### config.mk
export PLATFORM = sky130hd
export DESIGN_NAME = pwm_bank
export DESIGN_NICKNAME = d
export VERILOG_FILES = /design/src/rtl/pwm_bank_pkg.sv /design/src/rtl/pwm_regs.sv /design/src/rtl/pwm_timebase.sv /design/src/rtl/pwm_chan.sv /design/src/rtl/pwm_bank.sv
export SDC_FILE = /design/constraint.sdc
export NUM_CORES = 1
export LEC_CHECK = 0
export ABC_AREA = 1
export BUFFER_PORTS_ARGS = -buffer_cell sky130_fd_sc_hd__buf_2
export CAP_MARGIN = 20
export CORE_MARGIN = 10
export CORE_UTILIZATION = 38
export CTS_CLUSTER_DIAMETER = 80
export DETAILED_ROUTE_END_ITERATION = 10
export GPL_ROUTABILITY_DRIVEN = 0
export PLACE_DENSITY_LB_ADDON = 0.1
export SYNTH_ARGS = -nofsm -noshare
export SYNTH_HDL_FRONTEND = slang
export SYNTH_SLANG_ARGS = --single-unit
### constraint.sdc
create_clock -name clk -period 2.45 [get_ports clk]
set_input_delay 0.49 -clock clk [delete_from_list [all_inputs] [get_ports clk]]
set_output_delay 0.49 -clock clk [all_outputs]
set_load 0.01 [all_outputs]
### src/rtl/pwm_bank_pkg.sv
// Shared address map for the PWM bank register slave.
// Assumes an 8-bit byte address with word-aligned registers.
package pwm_bank_pkg;
    localparam logic [7:0] ADDR_PERIOD  = 8'h00;
    localparam logic [7:0] ADDR_CTRL    = 8'h04;
    localparam logic [7:0] ADDR_INVERT  = 8'h08;
    localparam logic [7:0] ADDR_CH_BASE = 8'h40;
    localparam int         CH_STRIDE    = 8;
endpackage

### src/rtl/pwm_regs.sv
// Register slave: decodes APB accesses and holds the global registers
// (period, sync mode, invert mask). It raises per-channel write strobes for
// the position registers and reports channel read hits to the top.
// Assumes NCH <= 16 so that the invert mask fits the low data half.
module pwm_regs
    import pwm_bank_pkg::*;
#(
    parameter int NCH = 16,
    parameter int CW  = 8
) (
    input  logic             clk,
    input  logic             rst_n,
    input  logic             psel,
    input  logic             penable,
    input  logic             pwrite,
    input  logic [7:0]       paddr,
    input  logic [31:0]      pwdata,
    output logic [CW-1:0]    period,
    output logic             sync_en,
    output logic [NCH-1:0]   inv,
    output logic [NCH-1:0]   on_we,
    output logic [NCH-1:0]   off_we,
    output logic             ch_hit,
    output logic [$clog2(NCH)-1:0] ch_idx,
    output logic             ch_field,
    output logic [31:0]      glb_rdata
);
    localparam int IDXW = $clog2(NCH);

    logic       wr_en;
    logic [7:0] ch_off;
    logic       unused_hi;

    assign wr_en     = psel && penable && pwrite;
    assign ch_off    = paddr - ADDR_CH_BASE;
    assign ch_hit    = (paddr >= ADDR_CH_BASE) && (int'(ch_off) < NCH * CH_STRIDE)
                       && (paddr[1:0] == 2'b00);
    assign ch_idx    = ch_off[IDXW+2:3];
    assign ch_field  = ch_off[2];
    assign unused_hi = ^pwdata[31:NCH];

    // Demultiplex a channel write into the rising/falling strobes.
    always_comb begin
        on_we  = '0;
        off_we = '0;
        for (int i = 0; i < NCH; i++) begin
            if (wr_en && ch_hit && (int'(ch_idx) == i)) begin
                on_we[i]  = !ch_field;
                off_we[i] = ch_field;
            end
        end
    end

    // Global registers, written in the APB access phase.
    always_ff @(posedge clk) begin
        if (!rst_n) begin
            period  <= '1;
            sync_en <= 1'b0;
            inv     <= '0;
        end else if (wr_en) begin
            case (paddr)
                ADDR_PERIOD: period  <= pwdata[CW-1:0];
                ADDR_CTRL:   sync_en <= pwdata[0];
                ADDR_INVERT: inv     <= pwdata[NCH-1:0];
                default: ;
            endcase
        end
    end

    // Read data for the global registers; zero elsewhere.
    always_comb begin
        case (paddr)
            ADDR_PERIOD: glb_rdata = {{(32-CW){1'b0}}, period};
            ADDR_CTRL:   glb_rdata = {31'b0, sync_en};
            ADDR_INVERT: glb_rdata = {{(32-NCH){1'b0}}, inv};
            default:     glb_rdata = '0;
        endcase
    end

    // a period write is visible on the next cycle
    a_r1_period_write: assert property (@(posedge clk) disable iff (!rst_n)
        (wr_en && paddr == ADDR_PERIOD) |=> (period == $past(pwdata[CW-1:0])));
endmodule

### src/rtl/pwm_timebase.sv
// Shared period counter: counts from 0 up to the period value, then restarts.
// The restart pulse marks the edge at which buffered channels load.
// Assumes the period may change at any time; a counter above it restarts.
module pwm_timebase #(
    parameter int CW = 8
) (
    input  logic          clk,
    input  logic          rst_n,
    input  logic [CW-1:0] period,
    output logic [CW-1:0] cnt,
    output logic          wrap
);
    assign wrap = (cnt >= period);

    // Advance or restart the shared counter.
    always_ff @(posedge clk) begin
        if (!rst_n) cnt <= '0;
        else if (wrap) cnt <= '0;
        else cnt <= cnt + 1'b1;
    end

    // restart to zero after reaching the period
    a_r2_restart: assert property (@(posedge clk) disable iff (!rst_n)
        wrap |=> (cnt == '0));
    // single step otherwise
    a_r2_step: assert property (@(posedge clk) disable iff (!rst_n)
        !wrap |=> (cnt == $past(cnt) + 1'b1));
endmodule

### src/rtl/pwm_chan.sv
// One output channel: rising/falling position registers, with an optional
// pending copy (HAS_BUF) and either edge-compare pulse logic or a
// first-order accumulator level output (IS_LEVEL). Readback returns the last
// written value. Assumes wrap marks the edge on which the counter restarts.
module pwm_chan #(
    parameter int CW       = 8,
    parameter bit HAS_BUF  = 1'b1,
    parameter bit IS_LEVEL = 1'b0
) (
    input  logic          clk,
    input  logic          rst_n,
    input  logic [CW-1:0] cnt,
    input  logic          wrap,
    input  logic          sync_en,
    input  logic          on_we,
    input  logic          off_we,
    input  logic [CW-1:0] wdata,
    input  logic          inv,
    output logic          pin,
    output logic [CW-1:0] rb_on,
    output logic [CW-1:0] rb_off
);
    logic [CW-1:0] act_on;
    logic [CW-1:0] act_off;
    logic          state;

    generate
        if (HAS_BUF) begin : g_buf
            logic [CW-1:0] pend_on;
            logic [CW-1:0] pend_off;

            // Pending copy always takes the written value.
            always_ff @(posedge clk) begin
                if (!rst_n) begin
                    pend_on  <= '0;
                    pend_off <= '0;
                end else begin
                    if (on_we)  pend_on  <= wdata;
                    if (off_we) pend_off <= wdata;
                end
            end

            // In-use values: direct write when immediate, else load on restart.
            always_ff @(posedge clk) begin
                if (!rst_n) begin
                    act_on  <= '0;
                    act_off <= '0;
                end else begin
                    if (on_we && !sync_en) act_on <= wdata;
                    else if (wrap)         act_on <= pend_on;
                    if (off_we && !sync_en) act_off <= wdata;
                    else if (wrap)          act_off <= pend_off;
                end
            end

            assign rb_on  = pend_on;
            assign rb_off = pend_off;

            // pending values move into use on the restart edge
            a_r4_load: assert property (@(posedge clk) disable iff (!rst_n)
                (sync_en && wrap) |=> (act_on == $past(pend_on) && act_off == $past(pend_off)));
            // no change in use between restarts in sync mode
            a_r4_hold: assert property (@(posedge clk) disable iff (!rst_n)
                (sync_en && !wrap) |=> ($stable(act_on) && $stable(act_off)));
            // immediate mode puts the write into use at once
            a_r5_immediate: assert property (@(posedge clk) disable iff (!rst_n)
                (!sync_en && on_we) |=> (act_on == $past(wdata)));
        end else begin : g_direct
            logic unused_mode;
            assign unused_mode = sync_en ^ wrap;

            // Unbuffered: writes go straight into use.
            always_ff @(posedge clk) begin
                if (!rst_n) begin
                    act_on  <= '0;
                    act_off <= '0;
                end else begin
                    if (on_we)  act_on  <= wdata;
                    if (off_we) act_off <= wdata;
                end
            end

            assign rb_on  = act_on;
            assign rb_off = act_off;

            // unbuffered write is in use on the next cycle
            a_r6_direct: assert property (@(posedge clk) disable iff (!rst_n)
                off_we |=> (act_off == $past(wdata)));
        end

        if (IS_LEVEL) begin : g_level
            logic [CW-1:0] acc;
            logic          unused_pos;
            assign unused_pos = ^{cnt, act_on};

            // Accumulate the level; the carry is the channel state.
            always_ff @(posedge clk) begin
                if (!rst_n) {state, acc} <= '0;
                else        {state, acc} <= {1'b0, acc} + {1'b0, act_off};
            end

            // a zero level never produces a carry
            a_r8_zero_level: assert property (@(posedge clk) disable iff (!rst_n)
                (act_off == '0) |=> !state);
        end else begin : g_pulse
            // Edge compare against the shared counter; falling wins.
            always_ff @(posedge clk) begin
                if (!rst_n)                state <= 1'b0;
                else if (cnt == act_off)   state <= 1'b0;
                else if (cnt == act_on)    state <= 1'b1;
            end

            // falling position clears the state
            a_r3_fall: assert property (@(posedge clk) disable iff (!rst_n)
                (cnt == act_off) |=> !state);
            // no match means hold
            a_r3_hold: assert property (@(posedge clk) disable iff (!rst_n)
                (cnt != act_off && cnt != act_on) |=> (state == $past(state)));
        end
    endgenerate

    assign pin = state ^ inv;
endmodule

### src/rtl/pwm_bank.sv
// Top of the PWM bank: register slave, shared counter and NCH channels.
// BUF_CH_MASK picks channels with pending copies; LEVEL_CH_MASK picks
// accumulator level outputs. Zero-wait APB; NCH must be a power of two <= 16.
module pwm_bank #(
    parameter int              NCH           = 16,
    parameter int              CW            = 8,
    parameter logic [NCH-1:0]  BUF_CH_MASK   = 16'h00FF,
    parameter logic [NCH-1:0]  LEVEL_CH_MASK = 16'h8000
) (
    input  logic           clk,
    input  logic           rst_n,
    input  logic           psel,
    input  logic           penable,
    input  logic           pwrite,
    input  logic [7:0]     paddr,
    input  logic [31:0]    pwdata,
    output logic [31:0]    prdata,
    output logic           pready,
    output logic [NCH-1:0] pwm_out
);
    localparam int IDXW = $clog2(NCH);

    logic [CW-1:0]   period;
    logic            sync_en;
    logic [NCH-1:0]  inv;
    logic [NCH-1:0]  on_we;
    logic [NCH-1:0]  off_we;
    logic            ch_hit;
    logic [IDXW-1:0] ch_idx;
    logic            ch_field;
    logic [31:0]     glb_rdata;
    logic [CW-1:0]   cnt;
    logic            wrap;
    logic [CW-1:0]   rb_on  [NCH];
    logic [CW-1:0]   rb_off [NCH];

    assign pready = 1'b1;

    pwm_regs #(.NCH(NCH), .CW(CW)) i_regs (
        .clk(clk), .rst_n(rst_n), .psel(psel), .penable(penable),
        .pwrite(pwrite), .paddr(paddr), .pwdata(pwdata),
        .period(period), .sync_en(sync_en), .inv(inv),
        .on_we(on_we), .off_we(off_we), .ch_hit(ch_hit),
        .ch_idx(ch_idx), .ch_field(ch_field), .glb_rdata(glb_rdata)
    );

    pwm_timebase #(.CW(CW)) i_timebase (
        .clk(clk), .rst_n(rst_n), .period(period), .cnt(cnt), .wrap(wrap)
    );

    generate
        for (genvar i = 0; i < NCH; i++) begin : g_ch
            pwm_chan #(
                .CW(CW), .HAS_BUF(BUF_CH_MASK[i]), .IS_LEVEL(LEVEL_CH_MASK[i])
            ) i_chan (
                .clk(clk), .rst_n(rst_n), .cnt(cnt), .wrap(wrap),
                .sync_en(sync_en), .on_we(on_we[i]), .off_we(off_we[i]),
                .wdata(pwdata[CW-1:0]), .inv(inv[i]), .pin(pwm_out[i]),
                .rb_on(rb_on[i]), .rb_off(rb_off[i])
            );
        end
    endgenerate

    // Read mux: channel readback overrides the global decode on a hit.
    always_comb begin
        prdata = glb_rdata;
        if (ch_hit)
            prdata = {{(32-CW){1'b0}}, ch_field ? rb_off[ch_idx] : rb_on[ch_idx]};
    end
endmodule

After elaboration in Yosys (flattened, before gate mapping)
Cells that the tools add are included.
{"block": "classes", "magnitude_cmp": 4, "n_mux": 73, "n_reduce_logical": 77, "addsub": 3, "n_eq_ne": 47, "bitwise": 18}
{"cell": "$mux 8", "count": 37}
{"cell": "$eq 8x8->1", "count": 30}
{"cell": "$bmux 8 s4", "count": 2}
{"cell": "$pmux 16 s3", "count": 1}
{"cell": "$logic_and 1x1->1", "count": 37}
{"cell": "$eq 4x4->1 const B", "count": 8}
{"cell": "$mux 1", "count": 32}
{"cell": "$mux 32", "count": 1}
{"cell": "$reduce_bool 2->1", "count": 16}
{"cell": "$reduce_or 2->1", "count": 16}
{"cell": "$eq 4x3->1 const B", "count": 4}
{"cell": "$xor 1x1->1", "count": 16}
{"cell": "$add 8x8->9", "count": 1}
{"cell": "$add 8x1->8 const B", "count": 1}
{"cell": "$eq 4x2->1 const B", "count": 2}
{"cell": "$eq 8x3->1 const B", "count": 1}
{"cell": "$eq 8x4->1 const B", "count": 1}
{"cell": "$ge 8x7->1 const B", "count": 1}
{"cell": "$ge 8x8->1", "count": 1}
{"cell": "$logic_not 8->1", "count": 1}
{"cell": "$lt 8x8->1 const B", "count": 1}
{"cell": "$sub 8x7->8 const B", "count": 1}
{"cell": "$reduce_and 2->1", "count": 3}
{"cell": "$ge 5x5->1 const B", "count": 1}
{"cell": "6 further kinds", "count": 7}
{"block": "word_totals", "output_inout_bits": 49, "in_bits": 45, "wordCells": 291, "regBits": 441}

Depth between registers and ports, before layout
{"block": "logic_depth", "ltp_word": 9, "ltp_mapped": 15, "ltp_nobuf": 12}

Hierarchy
From an unflattened synthesis, not the netlist that was laid out.
{"block": "hier_totals", "hier_cells": 4064, "hier_area_um2": 25261.7}
{"mod": "pwm_chan at g_ch[0].i_chan ...", "area_per_inst_um2": 1599.0, "cells_per_inst": 241, "n_inst": 8, "seq_area_each_um2": 660.6}
{"mod": "pwm_chan at g_ch[10].i_chan ...", "area_per_inst_um2": 849.6, "cells_per_inst": 134, "n_inst": 7, "seq_area_each_um2": 340.3}
{"mod": "pwm_bank", "area_per_inst_um2": 2966.6, "cells_per_inst": 664, "n_inst": 1, "seq_area_each_um2": 0.0}
{"mod": "pwm_regs", "area_per_inst_um2": 1889.3, "cells_per_inst": 314, "n_inst": 1, "seq_area_each_um2": 500.5}
{"mod": "pwm_chan at g_ch[15].i_chan", "area_per_inst_um2": 1111.1, "cells_per_inst": 147, "n_inst": 1, "seq_area_each_um2": 500.5}
{"mod": "pwm_timebase", "area_per_inst_um2": 555.5, "cells_per_inst": 73, "n_inst": 1, "seq_area_each_um2": 160.2}

Least setup slack after synthesis
OpenSTA, ideal clock, no wires.
{"block": "synth_timing", "path_kind": "input to output", "startpoint": "input port paddr[4]", "endpoint": "output port prdata[4]", "path_buffers": 2, "setup_slack_ns": 0.248, "arrival_ns": 1.712, "required_time_ns": 1.960, "cell_stages": 12, "cell_sequence": "buf_2 -> inv_4 -> nor2_2 -> clkbuf_1 -> nand2_1 -> nand2_1 -> nor2_1 -> nor2_1 -> nor2_1 -> nand2_1 -> nand3_1 -> nand2_1"}
{"block": "synth_via", "elab_chain_len": 7, "elab_cells_between_ends": 18, "classes_between": "1 x add/sub; 2 x order compare; 2 x eq/ne; 9 x mux; 1 x bitwise; 3 x reduce/logical"}
{"item": "start, declared", "line": "pwm_bank.sv:15", "source": "input logic [7:0] paddr,"}
{"item": "$sub 8x7->8", "line": "pwm_regs.sv:35", "source": "assign ch_off = paddr - ADDR_CH_BASE;"}
{"item": "$not 4->5 (implied by the code)", "line": "pwm_bank.sv:68", "source": "prdata = {{(32-CW){1'b0}}, ch_field ? rb_off[ch_idx] : rb_on[ch_idx]};"}
{"item": "$bmux 8 s4", "line": "pwm_bank.sv:68"}
{"item": "$mux 8 (implied by the code) (2 in a row)", "line": "pwm_bank.sv:68"}
{"item": "$mux 8", "line": "pwm_bank.sv:68"}
{"item": "$mux 32 *", "line": "pwm_bank.sv:67", "source": "if (ch_hit)"}
{"item": "end, declared", "line": "pwm_bank.sv:17", "source": "output logic [31:0] prdata,"}
Every way passes the cells marked *; elsewhere a longest branch is shown, timed or not. The select of a mux whose other input is x is not followed.

Worst setup path in the final report
{"block": "layout_timing", "startpoint": "input port paddr[4]", "endpoint": "output port prdata[2]"}
The elaborated chain is that of the path after synthesis.

==> summary.txt <==
Layout
  • Layout cell share with drive strength beyond 1: 16.0%
  • Area of the multi-input gates: 13700 um^2
  • Area grow syn2layout: 18.0%
  • Final instance area: 29100 um^2
  • FF+latch area: 8880 um^2
  • Diode count: 0
  • Leading cell types in the layout, fill and taps excluded: nand2_1, a21oi_1, dfxtp_1, o21ai_0, inv_1
  • Filler cells: 6770
  • Commonest non-fill, non-tap cell in the layout: nand2_1
  • Final core occ: 45.2%
  • Nets@finish: 3816

Routing
  • DR DRC count: 0
  • First drt pass iteration count: 7
  • Routed len/inst: 19.9 um
  • DRT Wirelength: 92500 um
  • Antenna viol nets, final: 0
  • Via Count: 23.8k
  • Vias per inst: 5.12
  • DRT iter0 DRCs: 2017

Floorplan
  • Core area: 64300 um^2
  • Boundary pin count: 94
  • Die Y: 275 um
  • Initial core utilization: 38.3%
  • Row Count: 93
  • Die area: 75500 um^2
  • Die Wd: 275 um

Flow run
  • Max-cap viol count: 0

Timing
  • F_max: 0.400 GHz
  • Setup violators final: 6
  • Unrepaired setup endpoints after global routing: yes
  • Tmin final: 2.50 ns
  • Post-layout worst setup margin: -0.0525 ns
  • Final hold vios: 0
  • Worst slew margin: 51.2%
  • Slew @ Worst Pin: 0.731 ns
  • Final slew viol count: 0
  • Setup TNS Final: -0.173 ns
  • Clock skew: 0.0182 ns
  • Period utilization: 102%

Setup path
  • Worst Path Required: 1.96 ns
  • Critical Path Source Type: primary input
  • Delay of the slowest critical-path stage: 0.16 ns
  • R2R setup slack: 0.28 ns
  • Crit path from: paddr[4]
  • Crit Path Class: in2out
  • CP Capture Type: output port
  • CP max FO: 9
  • Reg2reg end: g_ch[6].i_chan.act_off[0]
  • CP endpoint: prdata[2]
  • Critical-path cell list: buf_2, buf_12, inv_8, nor2_4, buf_12, buf_4, a21oi_1, nand2_1, a21oi_2, nand2_1, nand3_2, nand2_2, buf_6
  • R2r worst-path depth: 9
  • Crit Reg-Reg Startpoint: i_timebase.cnt[7]
  • Crit path arrival time: 2.01 ns
  • CP max stage cell: nand2_1

Outcome
  • Failing checks: negative setup slack
  • Status: finished with violations

Clocking
  • Worst skew pair latency: 0.62 ns
  • CTS tree: done
  • Worst-path clk slew: 0.06 ns
  • Sink Count: 441
  • CTS buffer count: 53
  • CTS H-tree depth: 2
  • Clock buffer depth: 3
  • Clock Tree Root: clkbuf_16

Synth
  • Main synth FF type: dfxtp_1
  • Yosys Warn Count: 0
  • Synth Cell Area: 24700 um^2
  • Register area share after synthesis: 35.8%
  • Synthesized instance count: 3692
  • Syn avg cell area: 6.68 um^2
  • Yosys reg bits: 441
  • Cell variety after synth: 41
  • Post-synth EDFFs: 0
  • Fraction of registers with async set/reset: 0%

Placement
  • Placed Area: 26900 um^2
  • Worst slack, placed: -0.196 ns
  • Detailed placement HPWL: 63900 um
  • I/O Buffers: 60

Power and ir drop
  • Overall Power: 0.0169 W
  • P_leak: 11.8 nW
  • Pwr/cell area: 579 nW/um^2
  • Worst vdd ir: 0.474 mV

Worst hold path
  • Hold Path Depth: 3
  • Worst hold path type: in2reg

GRT
  • First-pass GRT wire length: 138000 um
  • Initial antenna violation count: 0
  • Largest net degree at the start of global routing: 70
  • Tot GR Track Use: 23.9%
  • Remaining global-route overflow: 0
  • Vias in the first global route: 22.0k
==> through the flow <==
stage	std cells	hold WS (ns)
6_report	4651	0.140
4_1_cts	4651	0.103
2_1_floorplan	3707	0.424
5_1_grt	4651	0.124
3_3_place_gp	4545	0.437
3_5_place_dp	4545	0.440
==> how the worst min path moves through the flow <==
stage / startpoint / endpoint
3_3_place_gp: g_ch[15].i_chan.rb_on[3] / g_ch[15].i_chan.rb_on[3]
3_5_place_dp: g_ch[15].i_chan.rb_on[7] / g_ch[15].i_chan.rb_on[7]
2_1_floorplan: g_ch[15].i_chan.rb_on[2] / g_ch[15].i_chan.rb_on[2]
4_1_cts: pwdata[12] / i_regs.inv[12]
6_report: pwdata[12] / i_regs.inv[12]
5_1_grt: pwdata[12] / i_regs.inv[12]
==> state kept, by name, summed over array words and instances, names as in the netlist <==
register	flops
g_ch.i_chan.rb_off	128
g_ch.i_chan.rb_on	128
g_ch.i_chan.act_off	64
g_ch.i_chan.act_on	64
g_ch.i_chan.state	16
i_regs.inv	16
g_ch.i_chan.g_level.acc	8
i_regs.period	8
i_timebase.cnt	8
i_regs.sync_en	1
==> cell families after synthesis <==
logic type	synth area share, %
AND/OR/NAND/NOR	30.8
other	0.0304
XOR/XNOR	5.96
adder cells (fa/ha/maj)	0.994
buffers and inverters	10.1
flip-flops	35.8
AO/OA/AOI/OAI	16.3
==> worst max-delay path, delay by kind of cell <==
family | cells | cell delay [ns]
compound gates | 2 | 0.27
buf+inv | 6 | 0.72
simple gates | 5 | 0.50
==> cell usage after synthesis (57+ instances only) <==
master	number	area [um^2]
inv_1	294	1100
dfxtp_1	441	8830
o21ai_0	342	1710
xor2_1	61	534
buf_2	57	285
nor2_1	233	875
nand4_1	173	1080
clkbuf_1	159	597
xnor2_1	107	937
nand3_1	66	330
nand2_1	1057	3970
a21oi_1	441	2210
==> repair_timing <==
| item | CTS | global route |
|---|---|---|
| hold buffers | 0 | 0 |
| hold endpoints to repair | 0 | 0 |
| setup endpoints to repair | 8 | 10 |
| setup buffers | 7 | 1 |
| pin swaps | 42 | 18 |
| resized for setup | 107 | 64 |
==> per-layer routing <==
| metal | vias up | share of wire (%) | GRT usage, % |
|---|---|---|---|
| met5 | - | 0 | 0 |
| met4 | 0 | 3.4 | 8.08 |
| met3 | 144 | 6.5 | 4.16 |
| met2 | 614 | 44 | 37.1 |
| met1 | 11000 | 47 | 33.0 |
| li1 | 12100 | - | - |
==> final cells by class <==
class / count / area share (%)
Multi-Input combinational cell: 2677 / 47.1
Sequential cell: 441 / 30.5
Timing Repair Buffer: 275 / 8.54
Clock buffer: 81 / 5.54
Inverter: 304 / 4.01
Tap cell: 855 / 3.67
Clock inverter: 18 / 0.614
==> where the power goes <==
part / internal, W / leakage, nW / switching (W)
logic: 0.000466 / 7.37 / 0.000982
clock network: 0.00483 / 0.894 / 0.00333
registers: 0.00721 / 3.57 / 0.0000475
Note: power is estimated with default switching activity, not from simulation.
